$ cat src/rtl/spb_pkg.sv
package spb_pkg;
    typedef enum logic [1:0] {
        SH_IDLE = 2'd0,
        SH_LOW  = 2'd1,
        SH_HIGH = 2'd2
    } sh_state_t;

    localparam logic [7:0] CTRL_OFS = 8'hD2;
    localparam logic [7:0] DATA_OFS = 8'hD3;
    localparam int         OWN_BIT  = 7;
    localparam int         BUSY_BIT = 6;
    localparam int         CS_BIT   = 0;
endpackage

$ cat src/rtl/spb_own_sync.sv
module spb_own_sync (
    input  logic clk,
    input  logic rst_n,
    input  logic plat_rst_n,
    input  logic req,
    output logic owned,
    output logic fall
);
    logic s1, s2, s3;

    // Two-flop synchronizer followed by an edge-history flop.
    always_ff @(posedge clk or negedge rst_n) begin
        if (!rst_n) begin
            s1 <= 1'b1;
            s2 <= 1'b1;
            s3 <= 1'b1;
        end else begin
            s1 <= plat_rst_n;
            s2 <= s1;
            s3 <= s2;
        end
    end

    assign fall = s3 & ~s2;

    always_ff @(posedge clk or negedge rst_n) begin
        if (!rst_n)    owned <= 1'b0;
        else if (fall) owned <= req;
    end
endmodule

$ cat src/rtl/spb_shifter.sv
module spb_shifter #(
    parameter int CLK_DIV = 4
) (
    input  logic       clk,
    input  logic       rst_n,
    input  logic       start,
    input  logic       abort,
    input  logic [7:0] tx_byte,
    input  logic       miso,
    output logic       sclk,
    output logic       mosi,
    output logic       busy,
    output logic       done,
    output logic [7:0] rx_byte
);
    import spb_pkg::*;

    localparam int HALF  = (CLK_DIV / 2 < 1) ? 1 : CLK_DIV / 2;
    localparam int CNT_W = (HALF > 1) ? $clog2(HALF) : 1;

    sh_state_t        st, st_n;
    logic [CNT_W-1:0] ph_cnt;
    logic [2:0]       bit_cnt;
    logic [7:0]       tx_sr;
    logic [7:0]       rx_sr;
    logic             ph_end;
    logic             last;

    assign ph_end = (ph_cnt == CNT_W'(HALF - 1));
    assign last   = (bit_cnt == 3'd7);

    // State register
    always_ff @(posedge clk or negedge rst_n) begin
        if (!rst_n) st <= SH_IDLE;
        else        st <= st_n;
    end

    // Next-state logic
    always_comb begin
        st_n = st;
        unique case (st)
            SH_IDLE: if (start) st_n = SH_LOW;
            SH_LOW:  begin
                if (abort)       st_n = SH_IDLE;
                else if (ph_end) st_n = SH_HIGH;
            end
            SH_HIGH: begin
                if (abort)       st_n = SH_IDLE;
                else if (ph_end) st_n = last ? SH_IDLE : SH_LOW;
            end
            default: st_n = SH_IDLE;
        endcase
    end

    // Outputs
    always_comb begin
        sclk = 1'b0;
        busy = 1'b1;
        unique case (st)
            SH_IDLE: busy = 1'b0;
            SH_LOW:  sclk = 1'b0;
            SH_HIGH: sclk = 1'b1;
            default: busy = 1'b0;
        endcase
    end

    assign mosi    = tx_sr[7];
    assign done    = (st == SH_HIGH) && ph_end && last && !abort;
    assign rx_byte = rx_sr;

    // Datapath
    always_ff @(posedge clk or negedge rst_n) begin
        if (!rst_n) begin
            ph_cnt  <= '0;
            bit_cnt <= '0;
            tx_sr   <= '0;
            rx_sr   <= '0;
        end else begin
            if (st == SH_IDLE || ph_end) ph_cnt <= '0;
            else                         ph_cnt <= ph_cnt + 1'b1;

            if (st == SH_IDLE && start) begin
                bit_cnt <= '0;
                tx_sr   <= tx_byte;
            end else if (st == SH_HIGH && ph_end) begin
                tx_sr <= {tx_sr[6:0], 1'b0};
                if (!last) bit_cnt <= bit_cnt + 1'b1;
            end

            if (st == SH_LOW && ph_end && !abort)
                rx_sr <= {rx_sr[6:0], miso};
        end
    end
endmodule

$ cat src/rtl/spb_pin_mux.sv
module spb_pin_mux (
    input  logic owned,
    input  logic host_sclk,
    input  logic host_mosi,
    input  logic host_cs_n,
    input  logic sh_sclk,
    input  logic sh_mosi,
    input  logic cs_bit,
    input  logic fl_miso,
    output logic fl_sclk,
    output logic fl_mosi,
    output logic fl_cs_n,
    output logic host_miso
);
    always_comb begin
        if (owned) begin
            fl_sclk   = sh_sclk;
            fl_mosi   = sh_mosi;
            fl_cs_n   = cs_bit;
            host_miso = 1'b1;
        end else begin
            fl_sclk   = host_sclk;
            fl_mosi   = host_mosi;
            fl_cs_n   = host_cs_n;
            host_miso = fl_miso;
        end
    end
endmodule

$ cat src/rtl/spi_prog_bridge.sv
module spi_prog_bridge #(
    parameter int CLK_DIV = 4
) (
    input  logic       clk,
    input  logic       rst_n,
    input  logic [7:0] bus_addr,
    input  logic       bus_wr,
    input  logic [7:0] bus_wdata,
    output logic [7:0] bus_rdata,
    input  logic       plat_rst_n,
    input  logic       host_sclk,
    input  logic       host_mosi,
    input  logic       host_cs_n,
    output logic       host_miso,
    output logic       fl_sclk,
    output logic       fl_mosi,
    output logic       fl_cs_n,
    input  logic       fl_miso
);
    import spb_pkg::*;

    logic       req_q, cs_q;
    logic [7:0] rx_q;
    logic       owned, fall;
    logic       sh_sclk, sh_mosi, busy, done, start;
    logic [7:0] sh_rx;
    logic       wr_ctrl, wr_data;

    assign wr_ctrl = bus_wr && (bus_addr == CTRL_OFS);
    assign wr_data = bus_wr && (bus_addr == DATA_OFS);
    assign start   = wr_data && owned && !busy;

    spb_own_sync u_own (
        .clk        (clk),
        .rst_n      (rst_n),
        .plat_rst_n (plat_rst_n),
        .req        (req_q),
        .owned      (owned),
        .fall       (fall)
    );

    spb_shifter #(.CLK_DIV(CLK_DIV)) u_sh (
        .clk     (clk),
        .rst_n   (rst_n),
        .start   (start),
        .abort   (!owned),
        .tx_byte (bus_wdata),
        .miso    (fl_miso),
        .sclk    (sh_sclk),
        .mosi    (sh_mosi),
        .busy    (busy),
        .done    (done),
        .rx_byte (sh_rx)
    );

    spb_pin_mux u_mux (
        .owned     (owned),
        .host_sclk (host_sclk),
        .host_mosi (host_mosi),
        .host_cs_n (host_cs_n),
        .sh_sclk   (sh_sclk),
        .sh_mosi   (sh_mosi),
        .cs_bit    (cs_q),
        .fl_miso   (fl_miso),
        .fl_sclk   (fl_sclk),
        .fl_mosi   (fl_mosi),
        .fl_cs_n   (fl_cs_n),
        .host_miso (host_miso)
    );

    // Register file
    always_ff @(posedge clk or negedge rst_n) begin
        if (!rst_n) begin
            req_q <= 1'b0;
            cs_q  <= 1'b1;
            rx_q  <= 8'h00;
        end else begin
            if (wr_ctrl) req_q <= bus_wdata[OWN_BIT];
            if (!owned)              cs_q <= 1'b1;
            else if (wr_ctrl)        cs_q <= bus_wdata[CS_BIT];
            if (done) rx_q <= sh_rx;
        end
    end

    always_comb begin
        bus_rdata = 8'h00;
        if (bus_addr == CTRL_OFS) begin
            bus_rdata[OWN_BIT]  = owned;
            bus_rdata[BUSY_BIT] = busy;
            bus_rdata[CS_BIT]   = cs_q;
        end else if (bus_addr == DATA_OFS) begin
            bus_rdata = owned ? rx_q : 8'h00;
        end
    end
endmodule

$ cat config.mk
export PLATFORM = sky130hd
export DESIGN_NAME = spi_prog_bridge
export DESIGN_NICKNAME = d
export VERILOG_FILES = /design/src/rtl/spb_pkg.sv /design/src/rtl/spb_own_sync.sv /design/src/rtl/spb_shifter.sv /design/src/rtl/spb_pin_mux.sv /design/src/rtl/spi_prog_bridge.sv
export SDC_FILE = /design/constraint.sdc
export NUM_CORES = 1
export LEC_CHECK = 0
export ABC_AREA = 1
export BUFFER_PORTS_ARGS = -buffer_cell sky130_fd_sc_hd__buf_2
export CAP_MARGIN = 20
export CORE_ASPECT_RATIO = 1.1
export CORE_MARGIN = 1.5
export CORE_UTILIZATION = 58
export DETAILED_ROUTE_END_ITERATION = 7
export GPL_ROUTABILITY_DRIVEN = 0
export PLACE_DENSITY = 0.83
export SLEW_MARGIN = 20
export SYNTH_ARGS = -nofsm -noshare
export SYNTH_HDL_FRONTEND = slang
export SYNTH_HIERARCHICAL = 1
export SYNTH_SLANG_ARGS = --single-unit
$ cat constraint.sdc
create_clock -name clk -period 3.75 [get_ports clk]
set_clock_uncertainty 0.05 [all_clocks]
set_input_delay 0.375 -clock clk [delete_from_list [all_inputs] [get_ports clk]]
set_output_delay 0.375 -clock clk [all_outputs]
set_load 0.02 [all_outputs]
==> parameters.txt <==
Parameter                              Value

Run status
  Result of the run ... finished, final reports clean

Floorplan
  Die span in x ... 56.97 um
  Row cnt ... 21
  DIE AREA ... 3552 um2
  Floorplan Core Area ... about 3000 um2
  Die Y-Extent ... roughly 62 um
  Number of top-level design ports ... 36
  Starting density of the core ... about three fifths

STA
  Worst hold slack across all endpoints ... 57.25 ps
  Number of hold violations in the final report ... 0
  Measured slew at the worst slew-check pin ... a little under 800 ps
  Peak clock frequency supported by timing ... 491.9 MHz
  Final worst-path cycle share ... 54.21%
  Clock period minus final worst setup slack ... ~2000 ps
  Max Slew Vio Count ... 0
  Unrepaired setup endpoints after global routing ... false
  Slew headroom ... about 48%
  Final setup viols ... 0
  Setup TNS ... 0 ps

Clock network
  CTS Root Cell ... clkbuf_4
  Clock tree from TritonCTS ... done
  Number of hold buffers added after cts ... 0
  Number of buffers inserted during clock tree synthesis ... 5
  CTS H-tree depth ... 2
  Maximum clock insertion buffer count ... 2
  Number of instances resized during post-cts repair ... 0
  Insertion delay of the later-clocked pin in the worst-skew pair ... roughly 340 ps
  Setup repair bufs after CTS ... 0
  Clock slew at the register clock pins of the worst setup and hold paths ... 110 ps
  Number of sinks driven by the clock tree ... 36

Power and ir drop
  Fraction of power spent switching nets ... between 30% and 40%
  Pwr per Cell Area ... ~420 nW/um2
  Share of power burned in registers ... roughly 54%
  Cell-internal power ... roughly 0.00063 W
  Switch Pwr ... roughly 0.00027 W
  Share of power burned in the clock network ... 25.7%
  Leakage component of the power ... between 1 and 1.5 nW
  Comb power frac ... 19.9%
  Worst vdd rail ir drop ... between 0.3 and 0.4 mV

Final layout
  Most used cells in the layout excluding fill and tap cells ... nand2_1, buf_2, dfrtp_1
  Util after Layout ... 69.70%
  Layout overhead on the synthesized area ... 14.34%
  Antenna diode count ... 0
  Final Instance Count excl. Fillers ... 287
  Nets ... 282
  Most common cell after layout, fill and taps aside ... nand2_1
  Layout cell share with drive strength beyond 1 ... a little under a third

Placed design
  Number of placed instances with taps included ... around 280
  Final HPWL DP ... 2.583 mm
  IO buf count ... 35

Setup path
  Worst EP required ... between 3000 and 4000 ps
  Highest fanout seen on the critical path ... 10
  Worst setup EP type ... primary output
  Data arrival time of the critical path ... between 1500 and 2000 ps
  Startpoint kind of the worst setup timing path ... flop
  Classification of the worst setup path ... flop to primary output

Detailed routing
  Final routed wirelength across all metal layers ... 3.449 mm
  Number of vias after detailed routing ... between 1k and 1.5k
  Vias per inst ... 5.105
  Count of routing violations after the opening detailed-route iteration ... between 50 and 60
  Number of remaining DRC errors ... 0
  Average routed wire per standard cell ... about 12 um
  Routed Antenna Nets ... 0
  Pre-Repair DR Iteration Count ... 4

Global route
  Global-route usage over all layers ... between 20 and 25%
  Total grt overflow ... 0
  Maximum number of pins on one net before global-route repair ... 37
  Vias in the first global route ... 1410
  Initial antenna violation count ... 0
  Global-route wire length before repair ... around 6 mm

Synthesis
  Post-synth design cell area ... 1858 um2
  Post-synth net total ... between 200 and 250
  Mapped Cells ... 212
  Mapped Avg Cell Area ... just under 9 um2
  Ys Warns ... 6

Worst hold path
  Class of the most critical hold timing path ... input pin to asynchronous set/reset pin

Flow run
  Max-cap viol count ... 0
worst paths after layout:
path | start | endpoint | slack (ps) | cells after the start
max reg2reg | u_sh/st[1] | u_sh/tx_sr[2] | 1880 | 7
min in group clk | plat_rst_n | u_own/s1 | 80 | 1
min | rst_n | rx_q[2] | 60 | 1
min reg2reg | u_own/s1 | u_own/s2 | 310 | 0
max | u_own/owned | bus_rdata[1] | 1720 | 3
max in group asynchronous | rst_n | u_sh/tx_sr[1] | 3090 | 1
routing by layer:
layer	share of wire, %	routed length [um]	GRT usage (%)
met1	44	1534	28.97
met2	48	1657	35.63
met3	5.8	201	5.417
met4	1.7	57	7.849
met5	0	0	0
per-stage QoR:
stage | worst slack [ps] | instance area, um2 | power [W]
floorplan | 2109 | 1858 | 0.0006217
global placement | 1916 | 2056 | 0.0006721
detailed placement | 1869 | 2056 | 0.0006794
CTS | 1708 | 2125 | 0.0009087
global route | 1528 | 2125 | 0.0009631
finish | 1717 | 2125 | 0.0009020
worst max-delay path, cell delays in order (launching register included):
cell and delay (ps):
dfrtp_1 600, inv_1 220, nor3_1 260, buf_2 200
flip-flops by register name (all words and copies together), names as in the netlist, 2 cells and up:
signal / count
rx_q: 8
u_sh/rx_byte: 8
u_sh/tx_sr: 8
u_sh/bit_cnt: 3
u_sh/st: 2
cell type report:
cell class,count,area (um2)
Sequential cell,36,905.9
Timing Repair Buffer,36,182.7
Tap cell,34,42.54
Inverter,33,130.1
Clock buffer,8,68.82
Multi-Input combinational cell,140,794.5
Fill cell,248,923.4
power by group through the flow:
stage | combinational (W) | clock [W] | sequential, W
after detailed placement | 0.000181 | 0 | 0.000498
final | 0.000179 | 0.000232 | 0.000491
after global placement | 0.000174 | 0 | 0.000498
after CTS | 0.000182 | 0.000237 | 0.000490
after floorplan | 0.000133 | 0 | 0.000488
after global routing | 0.000211 | 0.000255 | 0.000498
(Power assumes the default switching activity.)
